<file path="config.mk">
export PLATFORM = sky130hd
export DESIGN_NAME = cause_wr_unit
export DESIGN_NICKNAME = d
export VERILOG_FILES = /design/src/rtl/cause_pkg.sv /design/src/rtl/cause_mask_gen.sv /design/src/rtl/cause_count_fsm.sv /design/src/rtl/cause_swirq.sv /design/src/rtl/cause_wr_unit.sv
export SDC_FILE = /design/constraint.sdc
export NUM_CORES = 1
export LEC_CHECK = 0
export ABC_AREA = 1
export BUFFER_PORTS_ARGS = -buffer_cell sky130_fd_sc_hd__buf_2
export CAP_MARGIN = 40
export CORE_MARGIN = 2
export CORE_UTILIZATION = 34
export CTS_CLUSTER_DIAMETER = 60
export DETAILED_ROUTE_END_ITERATION = 6
export HOLD_SLACK_MARGIN = 0.03
export PLACE_DENSITY = 0.8
export SLEW_MARGIN = 20
export SYNTH_ARGS = -nofsm -noshare
export SYNTH_HDL_FRONTEND = slang
export SYNTH_SLANG_ARGS = --single-unit
export TNS_END_PERCENT = 20
</file>
<file path="constraint.sdc">
create_clock -name clk -period 1.6 [get_ports clk]
set_input_delay 0.48 -clock clk [delete_from_list [all_inputs] [get_ports clk]]
set_output_delay 0.48 -clock clk [all_outputs]
set_load 0.03 [all_outputs]
</file>
<file path="src/rtl/cause_pkg.sv">
package cause_pkg;
    parameter int unsigned REG_W    = 32;
    parameter int unsigned IRQ_N    = 2;
    parameter int unsigned DC_BIT   = 27;
    parameter int unsigned WP_BIT   = 22;
    parameter int unsigned IP_LSB   = 8;
    parameter logic [REG_W-1:0] BASE_MASK = 32'h00C0_0300;

    typedef enum logic {
        CNT_RUN  = 1'b0,
        CNT_HALT = 1'b1
    } cnt_state_e;
endpackage

</file>
<file path="src/rtl/cause_mask_gen.sv">
module cause_mask_gen
    import cause_pkg::*;
(
    input  logic [REG_W-1:0] wr_data,
    input  logic             rev2_en,
    input  logic             rev6_en,
    output logic [REG_W-1:0] wr_mask
);
    localparam logic [REG_W-1:0] DC_ONE = REG_W'(1) << DC_BIT;
    localparam logic [REG_W-1:0] WP_ONE = REG_W'(1) << WP_BIT;

    always_comb begin
        wr_mask = BASE_MASK;
        if (rev2_en) begin
            wr_mask = wr_mask | DC_ONE;
        end
        if (rev6_en) begin
            // watchpoint: a written 1 is dropped from the mask, a 0 still clears
            wr_mask = wr_mask & ~(WP_ONE & wr_data);
        end
    end
endmodule

</file>
<file path="src/rtl/cause_count_fsm.sv">
module cause_count_fsm
    import cause_pkg::*;
(
    input  logic clk,
    input  logic rst_n,
    input  logic wr_en,
    input  logic dc_old,
    input  logic dc_new,
    output logic count_en
);
    cnt_state_e state_q, state_d;

    always_comb begin
        state_d = state_q;
        unique case (state_q)
            CNT_RUN:  if (wr_en && !dc_old && dc_new) state_d = CNT_HALT; // STOP
            CNT_HALT: if (wr_en && dc_old && !dc_new) state_d = CNT_RUN;  // START
            default:  state_d = CNT_RUN;
        endcase
    end

    always_ff @(posedge clk or negedge rst_n) begin
        if (!rst_n) state_q <= CNT_RUN;
        else        state_q <= state_d;
    end

    always_comb begin
        count_en = (state_q == CNT_RUN);
    end

    a_r5_stop: assert property (@(posedge clk) disable iff (!rst_n)
        (wr_en && !dc_old && dc_new) |=> !count_en);
    a_r5_start: assert property (@(posedge clk) disable iff (!rst_n)
        (wr_en && dc_old && !dc_new) |=> count_en);
    a_r7_cnt_hold: assert property (@(posedge clk) disable iff (!rst_n)
        (dc_old == dc_new) |=> $stable(count_en));
endmodule

</file>
<file path="src/rtl/cause_swirq.sv">
module cause_swirq
    import cause_pkg::*;
(
    input  logic             clk,
    input  logic             rst_n,
    input  logic             wr_en,
    input  logic [IRQ_N-1:0] ip_old,
    input  logic [IRQ_N-1:0] ip_new,
    output logic [IRQ_N-1:0] soft_irq
);
    for (genvar i = 0; i < IRQ_N; i++) begin : g_line
        always_ff @(posedge clk or negedge rst_n) begin
            if (!rst_n) begin
                soft_irq[i] <= 1'b0;
            end else if (wr_en && (ip_old[i] != ip_new[i])) begin
                soft_irq[i] <= ip_new[i];
            end
        end

        a_r6_line: assert property (@(posedge clk) disable iff (!rst_n)
            (wr_en && ip_old[i] != ip_new[i]) |=> (soft_irq[i] == $past(ip_new[i])));
        a_r7_line_hold: assert property (@(posedge clk) disable iff (!rst_n)
            (ip_old[i] == ip_new[i]) |=> $stable(soft_irq[i]));
    end
endmodule

</file>
<file path="src/rtl/cause_wr_unit.sv">
module cause_wr_unit
    import cause_pkg::*;
(
    input  logic        clk,
    input  logic        rst_n,
    input  logic        wr_en,
    input  logic [31:0] wr_data,
    input  logic        rev2_en,
    input  logic        rev6_en,
    output logic [31:0] cause_q,
    output logic        count_en,
    output logic [1:0]  soft_irq
);
    localparam logic [REG_W-1:0] EVER_WRITABLE = BASE_MASK | (REG_W'(1) << DC_BIT);

    logic [REG_W-1:0] wr_mask;
    logic [REG_W-1:0] cause_r;
    logic [REG_W-1:0] merged;
    logic [REG_W-1:0] cause_nx;

    cause_mask_gen u_mask (
        .wr_data (wr_data),
        .rev2_en (rev2_en),
        .rev6_en (rev6_en),
        .wr_mask (wr_mask)
    );

    always_comb begin
        merged   = (cause_r & ~wr_mask) | (wr_data & wr_mask);
        cause_nx = wr_en ? merged : cause_r;
    end

    always_ff @(posedge clk or negedge rst_n) begin
        if (!rst_n) cause_r <= '0;
        else        cause_r <= cause_nx;
    end

    cause_count_fsm u_cnt (
        .clk      (clk),
        .rst_n    (rst_n),
        .wr_en    (wr_en),
        .dc_old   (cause_r[DC_BIT]),
        .dc_new   (cause_nx[DC_BIT]),
        .count_en (count_en)
    );

    cause_swirq u_irq (
        .clk      (clk),
        .rst_n    (rst_n),
        .wr_en    (wr_en),
        .ip_old   (cause_r[IP_LSB +: IRQ_N]),
        .ip_new   (cause_nx[IP_LSB +: IRQ_N]),
        .soft_irq (soft_irq)
    );

    assign cause_q = cause_r;

    a_r2_fixed_bits: assert property (@(posedge clk) disable iff (!rst_n)
        1'b1 |=> ((cause_q & ~EVER_WRITABLE) == '0));
    a_r3_dc_locked: assert property (@(posedge clk) disable iff (!rst_n)
        (wr_en && !rev2_en) |=> $stable(cause_q[DC_BIT]));
    a_r4_wp_no_set: assert property (@(posedge clk) disable iff (!rst_n)
        (wr_en && rev6_en && !cause_q[WP_BIT]) |=> !cause_q[WP_BIT]);
    a_r5_cnt_tracks_dc: assert property (@(posedge clk) disable iff (!rst_n)
        1'b1 |=> (count_en == !cause_q[DC_BIT]));
    a_r6_irq_tracks_ip: assert property (@(posedge clk) disable iff (!rst_n)
        1'b1 |=> (soft_irq == cause_q[IP_LSB +: IRQ_N]));
    a_r8_idle_hold: assert property (@(posedge clk) disable iff (!rst_n)
        !wr_en |=> ($stable(cause_q) && $stable(count_en) && $stable(soft_irq)));
endmodule

</file>
==> results.txt <==
Status = finished, final reports clean
Number of synthesized flops with an enable pin = 0
Metal-1 WL = 330 um
Finish-stage setup viols = 0
# Max-Cap Violations = 0
Worst-Skew Late Latency = 0.25 ns
Register Area = 200 um^2
Final slew viol count = 0
Post-CTS Hold Fix Bufs = 0
Post-Syn Area = 586 um^2
Htree depth = 1
Post-route DRC violation count = 0
Hold crit path type = in2async
Top post-synthesis cells by count = 28 x buf_4, 15 x nand2_1, 9 x inv_1
Worst setup EP type = output pin
Yosys Warn Count = 0
Power per cell area = 1080 nW/um^2
Grt total ovfl = 0
Met2 wire length = 435 um
Final min period = 1.36 ns
Synth Instances = 75
IO Pins = 72
Initial antenna violation count = 0
Register area share after synthesis = 34.2%
Fmax = 733 MHz
Crit Path Max Fanout = 2
Final RePlAce weighted congestion = 0.735
Largest net degree at the start of global routing = 12
Pint = 0.365 mW
DR pass1 iterations = 4
Final ANT Viol Nets = 0
Layout area overhead = 0.641%
Combinational fraction of design power = 37.6%
Yosys top cell by area = buf_4
CTS tree = yes
P_leak = 0.378 nW
Clk_skew = 0.000106 ns
# Post-CTS Setup Buffers = 0
Top sig layer = met3
Antenna cells = 0
Routed wire per std cell = 7.98 um
Sw Ratio = 42.9%
TNS Setup = 0 ns
Arrival time at the worst endpoint = 0.88 ns
Net count, final = 131
Wire length on met3 = 95 um
Synth area leaders = buf_4 36%, dfrtp_1 34%, nand2_1 9.6%, inv_1 5.8%, o21ai_2 3.0%
Die X = 45.5 um
Detailed Place HPWL = 741 um
Fraction of registers with async set/reset = 100%
First-pass GRT wire length = 1340 um
Worst-path clk slew = 0.05 ns
Main flop type after synthesis = dfrtp_1
Vias in the first global route = 332
Final hold violations = 0
GRT Util Overall = 9.66%
Crit Path Category = reg2out
RSZ-0062 raised after global routing = no
Crit start category = register
DR vias = 412
I/O Buffers = 17
Clock Sinks = 8
Net Sw Power = 0.274 mW
CORE AREA = 1560 um^2
Standard-cell rows = 14
Vias/cell = 3.81
Yosys reg bits = 8
Worst reg-to-reg path cell count = 4
Avg Synthesized Cell Area = 7.81 um^2
Worst vdd ir = 0.429 mV
Final WL = 862 um
Clock root buffer = clkbuf_4
CTS Buf Count = 3
Die height = 45.5 um
Share of cells above drive strength 1 = 25.0%
PostCTS Resize Cnt = 0
Die area = 2070 um^2
Top-count cell post-synth = buf_4
Worst EP required = 1.12 ns
Final period util = 85.3%
Post-synth top area share = 35.9%
Clk pwr share = 23.6%
Initial drt markers = 8
FILL cells = 159
Max Buffers Root-to-Sink = 2
Synth cell types = 12
Footprint of the multi-input gates = 221 um^2
Total power = 0.639 mW
Register share of total power = 38.7%
Initial core utilization = 37.6%
-- through the flow --
step / util, % / area, um^2 / setup WS (ns) / hold WS (ns) / instances
after CTS: 37.8 / 589 / 0.226 / 0.0588 / 108
after floorplan: - / 683 / 0.556 / 0.184 / 101
after global routing: 37.8 / 589 / 0.151 / 0.0594 / 108
after detailed placement: 36.4 / 567 / 0.492 / 0.334 / 105
final: 37.8 / 589 / 0.235 / 0.0575 / 108
after global placement: 36.4 / 567 / 0.518 / 0.330 / 105
-- logic make-up after synthesis --
logic type | count (synthesis) | synth area share [%]
buffers and inverters | 39 | 44.7
flip-flops | 8 | 34.2
AO/OA/AOI/OAI | 6 | 6.41
other | 1 | 0.640
AND/OR/NAND/NOR | 21 | 14.1
-- final timing paths --
kind                            slack [ns]           endpoint               from
max in group asynchronous             1.37          async pin              rst_n
worst max register to register        0.89  u_irq.soft_irq[1]  u_irq.soft_irq[1]
worst min register to register        0.47        cause_q[23]        cause_q[23]
min in group clk                      0.43        cause_q[23]        wr_data[23]
worst min-delay path                  0.06         cause_q[9]              rst_n
worst max-delay path                  0.24           count_en      u_cnt.state_q
-- final cells by class --
cell class / instances / area share [%]
flip-flops and latches: 8 / 34.0
well taps: 16 / 3.40
clock buffers: 3 / 3.82
inverters: 10 / 6.79
repair buffers: 17 / 14.4
multi-input cells: 54 / 37.6
-- placed cells by master (no fill, tap or decap) --
cell type | netlist | final
conb_1 | 1 | 27
o21ai_2 | 2 | 2
nand2_1 | 15 | 15
dfrtp_1 | 8 | 8
buf_2 | 0 | 17
inv_4 | 1 | 1
inv_1 | 9 | 9
o21ai_1 | 3 | 3
clkbuf_4 | 0 | 3
nand3_1 | 3 | 3
nor2_1 | 3 | 3
a21oi_1 | 1 | 1
-- power groups by stage --
stage | sequential, mW | combinational (mW) | clock, mW
after floorplan | 0.289 | 0.207 | 0
after global placement | 0.251 | 0.238 | 0
after detailed placement | 0.251 | 0.242 | 0
after CTS | 0.248 | 0.242 | 0.159
after global routing | 0.253 | 0.263 | 0.175
final | 0.248 | 0.241 | 0.151
-- layer usage --
metal | track usage (%) | vias up
li1 | - | 206
met1 | 8.54 | 181
met2 | 16.6 | 25
met3 | 7.14 | 0
met4 | 3.53 | 0
met5 | 0 | -
-- critical path, cell delays in order (launching register included) --
cell	delay [ns]
dfrtp_1	0.37
inv_1	0.07
buf_2	0.19
Note: power is estimated with default switching activity, not from simulation.
